`src/rtl/los_det_pkg.sv`:
```
package los_det_pkg;
  // Status bit positions
  localparam int unsigned ST_DIG  = 0;
  localparam int unsigned ST_COMB = 1;
  localparam int unsigned ST_ANA  = 2;
  localparam int unsigned ST_W    = 3;

  typedef logic [ST_W-1:0] los_status_t;

  // Reset value: digital and combined declared, analog clear
  localparam los_status_t ST_RESET = 3'b011;

  typedef enum logic {
    DET_CLEAR    = 1'b0,
    DET_DECLARED = 1'b1
  } det_state_e;
endpackage

```
`src/rtl/los_zero_run.sv`:
```
module los_zero_run #(
  parameter int unsigned DECLARE_RUN = 160,
  localparam int unsigned RUN_W = $clog2(DECLARE_RUN + 1)
) (
  input  logic             clk,
  input  logic             rst,
  input  logic             cnt_en,
  input  logic             restart,
  input  logic             pulse,
  output logic             run_hit,
  output logic [RUN_W-1:0] run_cnt
);
  localparam logic [RUN_W-1:0] RUN_LAST = RUN_W'(DECLARE_RUN - 1);
  localparam logic [RUN_W-1:0] RUN_MAX  = RUN_W'(DECLARE_RUN);

  logic [RUN_W-1:0] cnt_q;

  // The empty period that completes the run
  assign run_hit = cnt_en && !pulse && (cnt_q == RUN_LAST);
  assign run_cnt = cnt_q;

  always_ff @(posedge clk) begin
    if (rst) begin
      cnt_q <= '0;
    end else if (restart) begin
      cnt_q <= '0;
    end else if (cnt_en) begin
      if (pulse) begin
        cnt_q <= '0;
      end else if (cnt_q != RUN_MAX) begin
        cnt_q <= cnt_q + 1'b1;
      end
    end
  end
endmodule

```
`src/rtl/los_density_win.sv`:
```
module los_density_win #(
  parameter int unsigned WIN_LEN   = 32,
  parameter int unsigned CLEAR_MIN = 11,
  localparam int unsigned WIN_W = (WIN_LEN > 1) ? $clog2(WIN_LEN) : 1,
  localparam int unsigned PC_W  = $clog2(WIN_LEN + 1)
) (
  input  logic             clk,
  input  logic             rst,
  input  logic             win_en,
  input  logic             pulse,
  output logic             win_end,
  output logic             win_pass,
  output logic [WIN_W-1:0] win_pos
);
  localparam logic [WIN_W-1:0] POS_LAST = WIN_W'(WIN_LEN - 1);
  localparam logic [PC_W-1:0]  NEED     = PC_W'(CLEAR_MIN);

  logic [WIN_W-1:0] pos_q;
  logic [PC_W-1:0]  pcnt_q;
  logic [PC_W-1:0]  pcnt_total;

  assign pcnt_total = pcnt_q + PC_W'(pulse);
  assign win_end    = win_en && (pos_q == POS_LAST);
  assign win_pass   = win_end && (pcnt_total >= NEED);
  assign win_pos    = pos_q;

  always_ff @(posedge clk) begin
    if (rst) begin
      pos_q  <= '0;
      pcnt_q <= '0;
    end else if (!win_en) begin
      pos_q  <= pos_q;
      pcnt_q <= pcnt_q;
    end else if (win_end) begin
      pos_q  <= '0;
      pcnt_q <= '0;
    end else begin
      pos_q  <= pos_q + 1'b1;
      pcnt_q <= pcnt_total;
    end
  end
endmodule

```
`src/rtl/los_digital_detector.sv`:
```
module los_digital_detector
  import los_det_pkg::*;
#(
  parameter int unsigned DECLARE_RUN = 160,
  parameter int unsigned WIN_LEN     = 32,
  parameter int unsigned CLEAR_MIN   = 11
) (
  input  logic       clk,
  input  logic       rst,
  input  logic       bit_en,
  input  logic       pulse_in,
  input  logic       analog_los_in,
  output logic [2:0] los_status
);
  localparam int unsigned RUN_W = $clog2(DECLARE_RUN + 1);
  localparam int unsigned WIN_W = (WIN_LEN > 1) ? $clog2(WIN_LEN) : 1;

  det_state_e       state_q, state_d;
  los_status_t      status_q;
  logic             run_hit;
  logic [RUN_W-1:0] run_cnt;
  logic             win_end;
  logic             win_pass;
  logic [WIN_W-1:0] win_pos;
  logic             dig_d;

  los_zero_run #(.DECLARE_RUN(DECLARE_RUN)) u_run (
    .clk     (clk),
    .rst     (rst),
    .cnt_en  (bit_en && (state_q == DET_CLEAR)),
    .restart (win_pass),
    .pulse   (pulse_in),
    .run_hit (run_hit),
    .run_cnt (run_cnt)
  );

  los_density_win #(.WIN_LEN(WIN_LEN), .CLEAR_MIN(CLEAR_MIN)) u_win (
    .clk      (clk),
    .rst      (rst),
    .win_en   (bit_en && (state_q == DET_DECLARED)),
    .pulse    (pulse_in),
    .win_end  (win_end),
    .win_pass (win_pass),
    .win_pos  (win_pos)
  );

  always_comb begin
    state_d = state_q;
    unique case (state_q)
      DET_CLEAR:    if (run_hit)  state_d = DET_DECLARED;
      DET_DECLARED: if (win_pass) state_d = DET_CLEAR;
      default:      state_d = DET_DECLARED;
    endcase
  end

  assign dig_d = (state_d == DET_DECLARED);

  always_ff @(posedge clk) begin
    if (rst) begin
      state_q  <= DET_DECLARED;
      status_q <= ST_RESET;
    end else if (bit_en) begin
      state_q           <= state_d;
      status_q[ST_DIG]  <= dig_d;
      status_q[ST_ANA]  <= analog_los_in;
      status_q[ST_COMB] <= dig_d | analog_los_in;
    end
  end

  assign los_status = status_q;
endmodule

```
`config.mk`:
```
export PLATFORM = sky130hd
export DESIGN_NAME = los_digital_detector
export DESIGN_NICKNAME = d
export VERILOG_FILES = /design/src/rtl/los_det_pkg.sv /design/src/rtl/los_zero_run.sv /design/src/rtl/los_density_win.sv /design/src/rtl/los_digital_detector.sv
export SDC_FILE = /design/constraint.sdc
export NUM_CORES = 1
export LEC_CHECK = 0
export CAP_MARGIN = 0
export CORE_ASPECT_RATIO = 1.5
export CORE_UTILIZATION = 50
export DETAILED_ROUTE_END_ITERATION = 8
export HOLD_SLACK_MARGIN = 0.08
export PLACE_DENSITY = 0.8
export SLEW_MARGIN = 25
export SYNTH_ARGS = -nofsm -noshare
export SYNTH_HDL_FRONTEND = slang
export SYNTH_SLANG_ARGS = --single-unit
export TNS_END_PERCENT = 30
```
`constraint.sdc`:
```
create_clock -name clk -period 3.75 [get_ports clk]
set_input_delay 0.5625 -clock clk [delete_from_list [all_inputs] [get_ports clk]]
set_output_delay 0.5625 -clock clk [all_outputs]
set_load 0.02 [all_outputs]
```
==> summary.txt <==
Global route
  • Initial antenna violation count: 0
  • First-pass GRT wire length: 4420 um
  • Vias in the first global route: ~1000
  • GRT Total Usage: between 20% and 30%
  • M1 GR Usage: 22.7%
  • Top Usage Layer GRT: met2
  • Gr ovfl total: 0
  • Met2 Resource Use GR: 37.3%
  • Largest net degree at the start of global routing: 24
  • M3 GR Usage: 2.54%

STA
  • Pins over their slew limit: 0
  • Sum of negative setup slack: 0 ns
  • Clock Skew: 0.00500 ns
  • Slew headroom: 47.3%
  • Worst slew pin tran: 0.788 ns
  • Post-layout min period: 2.53 ns
  • Final period utilization: 67.5%
  • Unrepaired setup endpoints after global routing: false
  • Worst Slack Setup Final: between 1 and 1.5 ns
  • # setup viols final: 0
  • Final hold vios: 0
  • Max Fclk: slightly below 0.4 GHz

Yosys
  • Distinct cells, synth: 43
  • Post-synth net total: 164
  • Synthesized area: 1290 sq um
  • Post-synthesis cell count: 153
  • Post-synthesis sequential area ratio: 34.2%
  • #FFs+latches synth: 22
  • EDFF count, synth: 0
  • Post-synth ARST share: 0%
  • Post-synth top flop: dfxtp_1
  • Number of synthesis warnings: 0
  • Synth Area per Inst: 8.41 sq um

Routing
  • Vias per cell: about 6.3
  • Routed len/inst: between 10 and 15 um
  • Final wirelength: between 2000 and 3000 um
  • DRT antenna net count: 0
  • DRC Markers: 0
  • DR iter-0 viols: 28
  • DR pass1 iterations: 4
  • Vias: 1138

Worst setup path
  • Worst R2R Start: u_win.pcnt_q[0]$_SDFFE_PP0P_
  • CP Max Fanout: 8
  • WP data required: roughly 3.9 ns
  • Critical path arrival: 2.70 ns
  • Setup crit end kind: flop
  • Critical Path Start Type: primary input
  • Slowest Stage Delay on Critical Path: between 0.5 and 0.6 ns
  • WP buf/inv: 1
  • Critical path launch point: pulse_in
  • Most used cell, CP: ha_1
  • CP delay by family, top: compound AO/OA/AOI/OAI gates
  • Crit path kind: primary input to flop
  • Slowest CP cell: o22ai_1
  • Crit-path cells: clkdlybuf4s50_1, ha_1, ha_1, and3_1, o211a_1, o22ai_1, a2111oi_0

Clocking
  • Clock tree buffer depth: 2
  • Num CTS Buffers: 3
  • H-tree depth: 1
  • TritonCTS clock tree: yes
  • Worst-path clk slew: about 0.12 ns
  • TritonCTS Sinks: 22
  • Cts repair resizes: 0
  • Hold buffer count at cts: 0
  • Clk Latency, worst-skew pair: 0.31 ns
  • Postcts setup bufs: 0
  • Root buf cell: clkbuf_4

Layout
  • Share of layout cells above drive strength 1: 7.05%
  • Most common cell after layout, fill and taps aside: dfxtp_1
  • Most frequent cells in the layout: dfxtp_1, a21oi_1, nor2_1
  • Layout Nets: 168
  • Diode count: 0
  • Area delta synth->final: 7.10%

Hold path
  • Worst min path class: flop to flop
  • Min-delay src: u_win.pcnt_q[3]$_SDFFE_PP0P_

Floorplan
  • Initial Utilization: between 50 and 60%
  • Die width: 43.4 um
  • I/O pins: 8
  • Die Area: approximately 2800 sq um
  • FP Rows: 22
  • Core area: 2450 sq um
  • Die height: 64.1 um

Pwr
  • Leakage: 0.494 nW
  • Design Power: just over 400 uW
  • Max VDD drop: 0.000205 V
  • Pwr/cell area: 293 nW/um^2

Flow run
  • Max-cap violations: 0

Placed design
  • PortBufs: 7
  • Gpl congestion: 0.772
  • Setup WS pre-CTS: 0.905 ns
  • Detailed placement HPWL: 1890 um

Status
  • Outcome: finished, final reports clean
==> flip-flops by register name (all words and copies together), names as in the netlist <==
register / count
los_status: 3
u_win.win_pos: 5
u_run.run_cnt: 8
u_win.pcnt_q: 6
==> power breakdown <==
part | leakage [nW] | internal, mW | switching [mW]
Combinational | 0.295 | 0.0133 | 0.0183
Clock | 0.0210 | 0.0594 | 0.0727
Sequential | 0.178 | 0.237 | 0.00338
==> worst reg2reg max path, cell delays in order, from the launching register on <==
cell and delay (ns):
dfxtp_1 0.34, ha_1 0.25, ha_1 0.25, and3_1 0.24, o211a_1 0.16, o22ai_1 0.55
a2111oi_0 0.22
==> synthesized netlist by cell type (all sizes together), types with 2 or more instances <==
cell type  count  area share (%)
a221oi         6             4.6
nand3b         4             2.3
inv            5             1.5
clkbuf         5             1.5
nand2         10             2.9
nor2          13             3.8
nor3b          3             1.8
ha             6             5.8
nor3           6             2.3
and4           2             1.4
nand2b         3             2.0
dfxtp         22              34
a2111oi        2             1.4
or3            3             1.5
a31oi          2            0.97
a21oi         17             6.6
xor2           2             1.4
buf            4             2.6
and3           5             2.4
o21ai          9             3.5
nand3          3             1.2
nand4          4             1.9
==> per-stage QoR <==
stage                     cells  instance area (sq um)  utilization [%]  hold WS [ns]
after global placement      176                   1340             54.7         0.474
final                       180                   1380             56.2         0.506
after CTS                   180                   1380             56.2         0.509
after floorplan             153                   1290                -         0.459
after detailed placement    176                   1340             54.7         0.489
after global routing        180                   1380             56.2         0.533
==> routing by layer <==
metal	vias to the layer above	part of all wire (%)
li1	582	-
met1	541	45
met2	10	52
met3	5	1.5
met4	0	1.7
met5	-	0
==> cells by family (layout without fill, tap and decap cells) <==
group	Yosys count	count (layout)	share of synthesized area, %
compound gates	46	46	24.6
xor+xnor	2	2	1.36
fa+ha+maj	6	6	5.84
buf+inv	14	17	5.54
flops	22	22	34.2
mux	1	1	0.778
simple gates	62	62	27.6
==> final timing paths <==
check                                        to  slack (ns)  cells after the start
hold / removal     u_win.pcnt_q[3]$_SDFFE_PP0P_        0.51                      2
setup reg to reg  u_run.run_cnt[4]$_SDFFE_PP0P_        1.59                      6
hold reg to reg    u_win.pcnt_q[3]$_SDFFE_PP0P_        0.51                      2
setup / recovery  u_run.run_cnt[4]$_SDFFE_PP0P_        1.22                      7
==> layout make-up <==
| cell class | count | area [sq um] |
|---|---|---|
| timing repair buffer | 8 | 77.6 |
| fill | 225 | 1070 |
| tap | 24 | 30.0 |
| inverter | 5 | 18.8 |
| sequential | 22 | 440 |
| multi-input combinational | 117 | 774 |
| clock buffer | 4 | 36.3 |
Power figures use the tool's default switching activity.
